File: config.mk
export PLATFORM = sky130hd
export DESIGN_NAME = quad_dac_serial_if
export DESIGN_NICKNAME = d
export VERILOG_FILES = /design/src/rtl/qdac_pkg.sv /design/src/rtl/qdac_pin_sync.sv /design/src/rtl/qdac_frame.sv /design/src/rtl/qdac_channel.sv /design/src/rtl/quad_dac_serial_if.sv
export SDC_FILE = /design/constraint.sdc
export NUM_CORES = 1
export LEC_CHECK = 0
export BUFFER_PORTS_ARGS = -buffer_cell sky130_fd_sc_hd__buf_4
export CAP_MARGIN = 20
export CORE_MARGIN = 2
export CORE_UTILIZATION = 45
export CTS_CLUSTER_SIZE = 14
export DETAILED_ROUTE_END_ITERATION = 8
export PLACE_DENSITY_LB_ADDON = 0.12
export SLEW_MARGIN = 10
export SYNTH_ARGS = -nofsm -noshare
export SYNTH_HDL_FRONTEND = slang
export SYNTH_SLANG_ARGS = --single-unit
File: constraint.sdc
create_clock -name clk -period 5.8 [get_ports clk]
set_input_delay 0.29 -clock clk [delete_from_list [all_inputs] [get_ports clk]]
set_output_delay 0.29 -clock clk [all_outputs]
set_load 0.02 [all_outputs]
File: src/rtl/qdac_pkg.sv
package qdac_pkg;
    localparam int FRAME_W = 24;
    localparam int CMD_W   = 4;
    localparam int ADDR_W  = 4;
    localparam int DATA_W  = FRAME_W - CMD_W - ADDR_W;

    typedef enum logic [CMD_W-1:0] {
        CMD_NOP    = 4'h0,
        CMD_WR_IN  = 4'h1,
        CMD_UPD    = 4'h2,
        CMD_WR_UPD = 4'h3,
        CMD_PWR    = 4'h4,
        CMD_RB_SEL = 4'h9
    } cmd_e;

    typedef enum logic [1:0] {
        ST_IDLE,
        ST_SHIFT,
        ST_EXEC
    } frame_st_e;
endpackage

File: src/rtl/qdac_pin_sync.sv
module qdac_pin_sync #(
    parameter int           N    = 3,
    parameter logic [N-1:0] INIT = '0
) (
    input  logic         clk,
    input  logic         rst_n,
    input  logic [N-1:0] pins_i,
    output logic [N-1:0] lvl_o,
    output logic [N-1:0] prv_o
);
    logic [N-1:0] s0_q, s1_q;

    always_ff @(posedge clk or negedge rst_n) begin
        if (!rst_n) begin
            s0_q <= INIT;
            s1_q <= INIT;
        end else begin
            s0_q <= pins_i;
            s1_q <= s0_q;
        end
    end

    assign lvl_o = s0_q;
    assign prv_o = s1_q;
endmodule

File: src/rtl/qdac_frame.sv
module qdac_frame
    import qdac_pkg::*;
(
    input  logic               clk,
    input  logic               rst_n,
    input  logic               sdin,
    input  logic               sclk_fall,
    input  logic               sclk_rise,
    input  logic               sync_fall,
    input  logic               sync_rise,
    input  logic               rb_load,
    input  logic [FRAME_W-1:0] rb_word,
    output logic               frame_start,
    output logic               exec,
    output logic [FRAME_W-1:0] word,
    output logic               sdo
);
    localparam int                CNT_W = $clog2(FRAME_W + 1);
    localparam logic [CNT_W-1:0]  FULL  = CNT_W'(FRAME_W);

    frame_st_e          st_q, st_d;
    logic [FRAME_W-1:0] sh_q;
    logic [CNT_W-1:0]   cnt_q;
    logic               sdin_q;
    logic               sdo_q;

    always_ff @(posedge clk or negedge rst_n) begin
        if (!rst_n) st_q <= ST_IDLE;
        else        st_q <= st_d;
    end

    always_comb begin
        st_d = st_q;
        unique case (st_q)
            ST_IDLE:  if (sync_fall) st_d = ST_SHIFT;
            ST_SHIFT: if (sync_rise) st_d = (cnt_q == FULL) ? ST_EXEC : ST_IDLE;
            ST_EXEC:  st_d = ST_IDLE;
            default:  st_d = ST_IDLE;
        endcase
    end

    always_ff @(posedge clk or negedge rst_n) begin
        if (!rst_n) begin
            sh_q   <= '0;
            cnt_q  <= '0;
            sdin_q <= 1'b0;
            sdo_q  <= 1'b0;
        end else begin
            sdin_q <= sdin;
            if (st_q == ST_IDLE && sync_fall) begin
                cnt_q <= '0;
                if (rb_load) begin
                    sh_q  <= rb_word;
                    sdo_q <= rb_word[FRAME_W-1];
                end else begin
                    sdo_q <= sh_q[FRAME_W-1];
                end
            end else if (st_q == ST_SHIFT) begin
                if (sclk_fall) begin
                    sh_q <= {sh_q[FRAME_W-2:0], sdin_q};
                    if (cnt_q != FULL) cnt_q <= cnt_q + 1'b1;
                end else if (sclk_rise) begin
                    sdo_q <= sh_q[FRAME_W-1];
                end
            end
        end
    end

    always_comb begin
        frame_start = (st_q == ST_IDLE) && sync_fall;
        exec        = (st_q == ST_EXEC);
        word        = sh_q;
        sdo         = sdo_q;
    end

    assert_full_frame_R1: assert property (@(posedge clk) disable iff (!rst_n)
        (st_q == ST_EXEC) |-> (cnt_q == FULL));

    assert_short_drop_R8: assert property (@(posedge clk) disable iff (!rst_n)
        (st_q == ST_SHIFT && sync_rise && cnt_q != FULL) |=> (st_q == ST_IDLE));

    assert_sdo_edges_R11: assert property (@(posedge clk) disable iff (!rst_n)
        (!(st_q == ST_SHIFT && sclk_rise) && !frame_start) |=> $stable(sdo));
endmodule

File: src/rtl/qdac_channel.sv
module qdac_channel #(
    parameter int CODE_W = 10
) (
    input  logic              clk,
    input  logic              rst_n,
    input  logic              clr,
    input  logic [CODE_W-1:0] clr_val,
    input  logic              load_in,
    input  logic              load_dac_direct,
    input  logic              load_dac_from_in,
    input  logic              pd_wr,
    input  logic              pd_val,
    input  logic [CODE_W-1:0] code_in,
    output logic [CODE_W-1:0] in_code,
    output logic [CODE_W-1:0] dac_code,
    output logic              pd
);
    logic [CODE_W-1:0] in_q, dac_q;
    logic              pd_q;

    always_ff @(posedge clk) begin
        if (clr) begin
            in_q  <= clr_val;
            dac_q <= clr_val;
            pd_q  <= 1'b0;
        end else begin
            if (load_in) in_q <= code_in;
            if (load_dac_direct)       dac_q <= code_in;
            else if (load_dac_from_in) dac_q <= in_q;
            if (pd_wr) pd_q <= pd_val;
        end
    end

    assign in_code  = in_q;
    assign dac_code = dac_q;
    assign pd       = pd_q;

    assert_clear_value_R9: assert property (@(posedge clk) disable iff (!rst_n)
        clr |=> (dac_code == $past(clr_val) && in_code == $past(clr_val) && !pd));

    assert_direct_write_R5: assert property (@(posedge clk) disable iff (!rst_n)
        (load_dac_direct && !clr) |=> (dac_code == $past(code_in)));

    assert_pd_keeps_codes_R7: assert property (@(posedge clk) disable iff (!rst_n)
        (pd_wr && !clr && !load_in && !load_dac_direct && !load_dac_from_in)
        |=> ($stable(dac_code) && $stable(in_code)));
endmodule

File: src/rtl/quad_dac_serial_if.sv
module quad_dac_serial_if
    import qdac_pkg::*;
#(
    parameter int NUM_CH = 4,
    parameter int CODE_W = 10
) (
    input  logic                     clk,
    input  logic                     rst_n,
    input  logic                     reset_n,
    input  logic                     rstsel,
    input  logic                     sync_n,
    input  logic                     sclk,
    input  logic                     sdin,
    input  logic                     ldac_n,
    output logic                     sdo,
    output logic [NUM_CH*CODE_W-1:0] dac_codes,
    output logic [NUM_CH-1:0]        pd_state
);
    localparam logic [CODE_W-1:0] MID_CODE = CODE_W'(1) << (CODE_W - 1);
    localparam int                PAD_W    = DATA_W - CODE_W;

    logic [2:0] pin_lvl, pin_prv;
    logic       sclk_fall, sclk_rise, sync_fall, sync_rise, ldac_fall, ldac_low;

    qdac_pin_sync #(.N(3), .INIT(3'b110)) u_sync (
        .clk    (clk),
        .rst_n  (rst_n),
        .pins_i ({ldac_n, sync_n, sclk}),
        .lvl_o  (pin_lvl),
        .prv_o  (pin_prv)
    );

    assign sclk_fall = pin_prv[0] & ~pin_lvl[0];
    assign sclk_rise = ~pin_prv[0] & pin_lvl[0];
    assign sync_fall = pin_prv[1] & ~pin_lvl[1];
    assign sync_rise = ~pin_prv[1] & pin_lvl[1];
    assign ldac_fall = pin_prv[2] & ~pin_lvl[2];
    assign ldac_low  = ~pin_lvl[2];

    logic                     frame_start, exec;
    logic [FRAME_W-1:0]       word, rb_word;
    logic                     rb_pend_q;
    logic [NUM_CH-1:0]        rb_sel_q;
    logic [NUM_CH*CODE_W-1:0] in_codes;
    logic [CODE_W-1:0]        rb_code;

    qdac_frame u_frame (
        .clk         (clk),
        .rst_n       (rst_n),
        .sdin        (sdin),
        .sclk_fall   (sclk_fall),
        .sclk_rise   (sclk_rise),
        .sync_fall   (sync_fall),
        .sync_rise   (sync_rise),
        .rb_load     (rb_pend_q),
        .rb_word     (rb_word),
        .frame_start (frame_start),
        .exec        (exec),
        .word        (word),
        .sdo         (sdo)
    );

    cmd_e               cmd;
    logic [ADDR_W-1:0]  addr;
    logic [DATA_W-1:0]  data;
    logic [CODE_W-1:0]  code;
    logic               pd_req;
    logic               clr;
    logic [CODE_W-1:0]  clr_val;

    always_comb begin
        cmd     = cmd_e'(word[FRAME_W-1 -: CMD_W]);
        addr    = word[DATA_W +: ADDR_W];
        data    = word[DATA_W-1:0];
        code    = data[DATA_W-1 -: CODE_W];
        pd_req  = |data;
        clr     = ~rst_n | ~reset_n;
        clr_val = rstsel ? MID_CODE : '0;
    end

    always_ff @(posedge clk or negedge rst_n) begin
        if (!rst_n) begin
            rb_pend_q <= 1'b0;
            rb_sel_q  <= '0;
        end else if (exec && cmd == CMD_RB_SEL) begin
            rb_pend_q <= 1'b1;
            rb_sel_q  <= addr[NUM_CH-1:0];
        end else if (frame_start) begin
            rb_pend_q <= 1'b0;
        end
    end

    always_comb begin
        rb_code = '0;
        for (int i = NUM_CH - 1; i >= 0; i--) begin
            if (rb_sel_q[i]) rb_code = in_codes[i*CODE_W +: CODE_W];
        end
        rb_word = {{(CMD_W + ADDR_W){1'b0}}, rb_code, {PAD_W{1'b0}}};
    end

    for (genvar g = 0; g < NUM_CH; g++) begin : g_ch
        logic sel;
        assign sel = exec && addr[g];

        qdac_channel #(.CODE_W(CODE_W)) u_ch (
            .clk              (clk),
            .rst_n            (rst_n),
            .clr              (clr),
            .clr_val          (clr_val),
            .load_in          (sel && (cmd == CMD_WR_IN || cmd == CMD_WR_UPD)),
            .load_dac_direct  (sel && (cmd == CMD_WR_UPD || (cmd == CMD_WR_IN && ldac_low))),
            .load_dac_from_in ((sel && cmd == CMD_UPD) || ldac_fall),
            .pd_wr            (sel && cmd == CMD_PWR),
            .pd_val           (pd_req),
            .code_in          (code),
            .in_code          (in_codes[g*CODE_W +: CODE_W]),
            .dac_code         (dac_codes[g*CODE_W +: CODE_W]),
            .pd               (pd_state[g])
        );
    end

    assert_hold_idle_R12: assert property (@(posedge clk) disable iff (!rst_n)
        (!exec && !ldac_fall && !clr) |=> ($stable(dac_codes) && $stable(pd_state)));

    assert_unused_cmd_R12: assert property (@(posedge clk) disable iff (!rst_n)
        (exec && !ldac_fall && !clr && cmd != CMD_WR_IN && cmd != CMD_UPD &&
         cmd != CMD_WR_UPD && cmd != CMD_PWR)
        |=> ($stable(dac_codes) && $stable(pd_state)));

    assert_ldac_copy_R6: assert property (@(posedge clk) disable iff (!rst_n)
        (ldac_fall && !clr && !exec) |=> (dac_codes == $past(in_codes)));
endmodule

======== Word level (Yosys, flattened, before mapping) ========
Index checks and enable logic that the tools add are counted.
storage, ports and cells
  input port bits ......................... 8
  bits in registers ....................... 128
  word-level logic and storage cells ...... 140
  output and inout port bits .............. 45
operators by class
  bitwise logic cells ..................... 13
  eq/ne operators ......................... 13
  reductions and logical operators ........ 48
  muxes and demuxes ....................... 44
  add/sub/neg operators ................... 1
operator list
  operator                                       count
  two-way mux 10 bit                             25
  two-way mux 24 bit                             4
  logical AND 1 bit                              23
  two-way mux 5 bit                              4
  nonzero test 2 bit                             9
  OR reduction 16 bit                            1
  nonzero test 3 bit                             4
  AND reduction 3 bit                            3
  == test 4 x 2 -> 1 bit, second input constant  2
  two-way mux 1 bit                              7
  NOT 1 bit                                      7
  logical OR 1 bit                               6
  two-way mux 2 bit                              3
  != test 2 x 1 -> 1 bit, second input constant  3
  adder 5 x 1 -> 5 bit, second input constant    1
  bitwise AND 1 bit                              5
  == test 5 bit, second input constant           1
  != test 5 bit, second input constant           1
  == test 4 x 1 -> 1 bit, second input constant  1
  == test 4 x 3 -> 1 bit, second input constant  1
  == test 4 bit, second input constant           1
  case mux 2 bit (2 select lines)                1
  == test 2 x 1 -> 1 bit, second input constant  1
  == test 2 bit, second input constant           1
  other kinds (4)                                4

======== Logic depth before layout (Yosys ltp) ========
  word-level depth ........................ 7
  gate-level depth with buffers ........... 6
  gate-level depth less buffers ........... 6

======== Hierarchy ========
A second synthesis with hierarchy kept.
unflattened totals
  cell total of the unflattened synthesis .. 549
  area total of the unflattened synthesis .. 6374.9 µm²
modules (own cells, without submodules)
  module              sequential area each (µm²)  times used  area an instance (µm²)  cells an instance
  qdac_channel        620.6                       4           950.9                   79
  qdac_frame          825.8                       1           1701.6                  126
  quad_dac_serial_if  125.1                       1           714.4                   101
  qdac_pin_sync       155.1                       1           155.1                   6

======== Least setup slack after synthesis ========
Ideal clock, no wire load.
  path kind ............................... register to register
  start ................................... register u_frame.sh_q[20], in the netlist u_frame.word[20]
  end ..................................... register g_ch[2].u_ch.dac_q[0] (enable)
  data arrival time ....................... 1605 ps
  cell stages (with the launch flop) ...... 5
  period minus slack after synthesis ...... 1995 ps
  path buffers ............................ 1
  library setup time ...................... 391 ps
  slack ................................... 3805 ps
  required time ........................... 5409 ps
  path through ............................ dfrtp_1 > clkbuf_1 > nor2b_1 > o21ai_0 > o21ai_0
between the ends
  longest elaborated chain between the ends .. 5
  elaborated cells between the ends (all ways) .. 9
  classes of those cells .................. eq/ne: 3; reduce/logical: 6
RTL lines
  item                              RTL line                   RTL
  start: declaration                qdac_frame.sv:22           logic [FRAME_W-1:0] sh_q;
  start signal: assignment          qdac_frame.sv:53           sh_q <= rb_word;
  start signal: assignment          qdac_frame.sv:60           sh_q <= {sh_q[FRAME_W-2:0], sdin_q};
  == test 4 x 1 -> 1 bit            quad_dac_serial_if.sv:111  .load_dac_direct (sel && (cmd == CMD_WR_UPD || (cmd == CMD_WR_IN && ldac_low))),
  logical AND 1 bit                 quad_dac_serial_if.sv:111
  logical OR 1 bit                  quad_dac_serial_if.sv:111
  logical AND 1 bit                 quad_dac_serial_if.sv:111
  nonzero test 3 bit (no line) (*)  --
  end signal: assignment            qdac_channel.sv:24         dac_q <= clr_val;
  end signal: assignment            qdac_channel.sv:28         if (load_dac_direct) dac_q <= code_in;
  end signal: assignment            qdac_channel.sv:29         else if (load_dac_from_in) dac_q <= in_q;
  end: declaration                  qdac_channel.sv:18         logic [CODE_W-1:0] in_q, dac_q;
Mark *: on every way between the ends. The rest lies on a longest branch, timed or not.
A chain may end at the register's enable or synchronous reset.

======== Worst setup path after layout ========
  start ................................... input rst_n
  end ..................................... register g_ch[2].u_ch.dac_q[3] (enable)
between the ends
  longest elaborated chain between the ends .. 3
RTL lines
  item                          RTL line                  RTL
  start: declaration            quad_dac_serial_if.sv:8   input logic rst_n,
  NOT 1 bit                     quad_dac_serial_if.sv:77  clr = ~rst_n | ~reset_n;
  bitwise OR 1 bit              quad_dac_serial_if.sv:77
  nonzero test 3 bit (no line)  --
Every way passes these cells.

==> impl.org <==
** Setup path
- Data required time at the worst endpoint :: 5.98 ns
- Maximum net fanout on the critical path :: 55
- Data arrives at the worst endpoint at 2.51 ns.
- End of the worst register-to-register path :: u_frame.word[7]$_DFFE_PN0P_
- Critical path capture point type :: register
- Worst r2r src :: u_frame.st_q[1]$_DFFE_PN0P_
- By startpoint and endpoint, the worst setup path is classified as in -> reg.
- Worst setup SP type :: input pin
- Measured in cells, the most critical reg-to-reg path has a length of 5.
- For flop-to-flop paths, the worst setup slack is 3.52 ns.

** Clock network
- The root buffer cell chosen for the clock tree is sky130_fd_sc_hd__clkbuf_16.
- CTS H-tree depth :: 4
- Deepest clock path buffer count :: 2
- Clock slew at the register clock pins of the worst setup and hold paths :: 0.05 ns
- CTS Buf Count :: 17
- TritonCTS built the clock tree.
- CTS resizes :: 0
- Source-to-sink clock delay at the later pin of the worst-skew pair :: 0.42 ns
- Clk sinks :: 128

** Hold path
- The path with the worst hold slack has its endpoint at g_ch[3].u_ch.in_code[9]$_DFFE_PP_.
- Worst min-delay path category :: in -> reg
- Cell depth of the worst min-delay path :: 3
- Startpoint of the lowest-slack hold path :: rstsel

** Synthesis
- In the synthesized netlist the async set-or-reset flop fraction comes to 0.344.
- Register area share after synthesis :: 0.645
- Cell Area, Synth :: 5560 µm²
- Share of Yosys cell area claimed by the top area cell type :: 0.432
- Syn Area/Cell :: 12.8 µm²
- Most used standard cell by instance count after synthesis :: sky130_fd_sc_hd__edfxtp_1
- Synthesis-stage register bit count :: 128
- Yosys mapped a number of flops with a built-in enable equal to 80.
- Main synth FF type :: sky130_fd_sc_hd__edfxtp_1
- Synthesis produced a netlist whose cell count is 436.
- Cell type with the highest aggregate area in the netlist :: sky130_fd_sc_hd__edfxtp_1
- The number of nets handed over by synthesis was 446.
- Synthesis instantiated 47 different standard cells from the library.
- The Yosys step of the flow raised 0 warnings.
- Top cells by count, synth :: sky130_fd_sc_hd__edfxtp_1, sky130_fd_sc_hd__nor2_1, sky130_fd_sc_hd__dfrtp_1, sky130_fd_sc_hd__mux2i_1, sky130_fd_sc_hd__nand2_1
- Ranking of synthesized cells by area :: sky130_fd_sc_hd__edfxtp_1, sky130_fd_sc_hd__dfrtp_1, sky130_fd_sc_hd__mux2i_1

** Timing
- The total count of hold-check failures in the final report was 0.
- Tightest Pin Transition :: 1.09 ns
- Of the available clock period, the critical path in the final layout requires 0.402.
- Accumulated negative setup slack :: 0 ns
- The clock period could shrink to 2.33 ns.
- Final hold analysis gives a worst-case slack of 0.255 ns.
- Setup clock skew after layout :: 0.00922 ns
- Measured against its own limit, the worst slew margin works out to 0.274.
- The count of final max-slew check failures is 0.
- RSZ-0062 raised after global routing :: false
- # setup viols final :: 0
- Peak clock frequency supported by timing :: 429 MHz

** Routing
- After detailed routing, the average wire length per cell comes to 19.7 µm.
- Via count :: 3699
- Detailed Route Iter0 Violations :: 228
- For this run, design rule violations remaining after detail routing come to 0.
- Routed Antenna Nets :: 0
- Via/cell ratio :: 5.51
- Drt first pass iters :: 4
- The routed design has 13200 µm of wire.

** Global routing
- The via count of the first global-routing pass is 3674.
- Entering global routing, the biggest net connects 56 pins.
- The number of antenna violations at the first check in global routing came to 0.
- Global-route wire length before repair :: 20300 µm
- Summed over all layers, the global routing overflow is 0.
- Global routing usage summed across all routing layers :: 0.214

** Die
- Floorplan die width :: 115 µm
- The die covers 13300 µm².
- Area of the core region :: 12100 µm²
- 53 I/O pins were placed.
- The initial utilization of the core area, before any placement, comes to 0.461.
- Core Rows :: 40
- In this run the vertical extent of the chip is 115 µm.

** Place
- Routability-driven placement finished with a final weighted congestion of 0.855.
- Detailed-placement wirelength estimate :: 8610 µm
- Quantity of I/O buffers inserted on ports :: 52

** Layout
- Of the cells placed in the final design, the portion with a size suffix greater than 1 is 0.229.
- Diodes inserted :: 0
- For this run, the post-layout net count is 500.
- The layout has 994 filler cells.
- From synthesis to final layout, the design area changed by 21.0%.

** Run
- # Max-Cap Violations :: 0

** Outcome
- Run status :: finished, final reports clean

** Power and ir drop
- For this design the ratio of total power to cell area is 382 nW/µm².
- Summed over all cells, the static leakage comes to 2.69 nW.
- Worst vdd rail ir drop :: 0.194 mV
[where the power goes]
part,switching [mW],internal [mW]
clock,0.363,0.697
sequential,0.131,1.10
combinational,0.158,0.122
[state kept, by name, indices dropped and copies added, names as in the netlist]
name	cells
u_sync.lvl_o	3
u_frame.sdo	1
u_frame.st_q	2
g_ch.u_ch.pd	4
u_sync.prv_o	3
rb_pend_q	1
u_frame.word	24
u_frame.sdin_q	1
rb_sel_q	4
u_frame.cnt_q	5
g_ch.u_ch.in_code	40
g_ch.u_ch.dac_code	40
[kinds of logic after synthesis]
logic type	Yosys count	synth area share
compound gates	82	0.108
simple gates	131	0.121
flops	128	0.645
xor+xnor	3	0.00472
mux	40	0.0729
buf+inv	50	0.0441
fa+ha+maj	2	0.00450
[layer usage]
layer	up-vias	share of wire	wire [µm]	global-route usage
met4	0	0.025	335	0.101
met3	33	0.055	724	0.0585
li1	1721	-	-	-
met2	135	0.51	6710	0.350
met5	-	0	0	0
met1	1810	0.41	5440	0.265
[metrics by stage]
stage	cell area [µm²]	util	total power, mW	setup WS (ns)	instances
global route	6730	0.558	2.68	3.27	671
floorplan	5560	-	1.40	3.80	436
CTS	6730	0.558	2.58	3.43	671
global placement	6080	0.504	1.51	3.59	634
detailed placement	6080	0.504	1.52	3.53	634
finish	6730	0.558	2.57	3.47	671
[how the worst max path moves through the flow]
stage | startpoint | to | cells past startpoint
final | rst_n | g_ch[2].u_ch.dac_code[3]$_SDFFCE_PP0P_ | 6
after global routing | rst_n | g_ch[2].u_ch.dac_code[1]$_SDFFCE_PP0P_ | 6
after CTS | rst_n | g_ch[2].u_ch.dac_code[4]$_SDFFCE_PP0P_ | 6
after detailed placement | rst_n | g_ch[2].u_ch.dac_code[0]$_SDFFCE_PP0P_ | 5
after global placement | rst_n | g_ch[2].u_ch.dac_code[1]$_SDFFCE_PP0P_ | 5
after floorplan | u_frame.word[20]$_DFFE_PN0P_ | g_ch[2].u_ch.dac_code[0]$_SDFFCE_PP0P_ | 4
[what timing repair did]
item / in CTS / in global routing
hold buffers: 5 / 0
endpoints found under the hold margin: 44 / 0
setup endpoints to repair: 0 / 0
buffers inserted: 0 / 0
[cells in the final DEF, fill, tap and decap left out, types with 5 or more instances in the layout]
| master | instances |
|---|---|
| sky130_fd_sc_hd__mux2i_1 | 36 |
| sky130_fd_sc_hd__nor2_1 | 54 |
| sky130_fd_sc_hd__a22o_1 | 12 |
| sky130_fd_sc_hd__a21oi_1 | 14 |
| sky130_fd_sc_hd__nor3_2 | 5 |
| sky130_fd_sc_hd__clkbuf_8 | 5 |
| sky130_fd_sc_hd__o21ai_0 | 11 |
| sky130_fd_sc_hd__o31ai_1 | 10 |
| sky130_fd_sc_hd__a221oi_1 | 10 |
| sky130_fd_sc_hd__clkbuf_1 | 5 |
| sky130_fd_sc_hd__and3_1 | 9 |
| sky130_fd_sc_hd__dlygate4sd3_1 | 5 |
| sky130_fd_sc_hd__inv_1 | 13 |
| sky130_fd_sc_hd__clkbuf_16 | 19 |
| sky130_fd_sc_hd__dfrtp_1 | 40 |
| sky130_fd_sc_hd__a221o_1 | 10 |
| sky130_fd_sc_hd__edfxtp_1 | 80 |
| sky130_fd_sc_hd__nand2_1 | 28 |
| sky130_fd_sc_hd__buf_4 | 67 |
[critical path, cell delays in order]
cell and delay, ns:
sky130_fd_sc_hd__dlygate4sd3_1 0.53, sky130_fd_sc_hd__buf_4 0.54, sky130_fd_sc_hd__nand2_1 0.15, sky130_fd_sc_hd__a21oi_1 0.30, sky130_fd_sc_hd__o21ai_1 0.39, sky130_fd_sc_hd__buf_4 0.31
[layout make-up]
cell class	instances	area, µm²	area share
Sequential cell	128	3590	0.533
Multi-Input combinational cell	258	1730	0.257
Clock buffer	29	563	0.0836
Timing Repair Buffer	72	553	0.0821
Tap cell	168	210	0.0312
Inverter	13	48.8	0.00725
Clock inverter	3	40.0	0.00595
No activity file was read; power rests on OpenSTA's default activity.
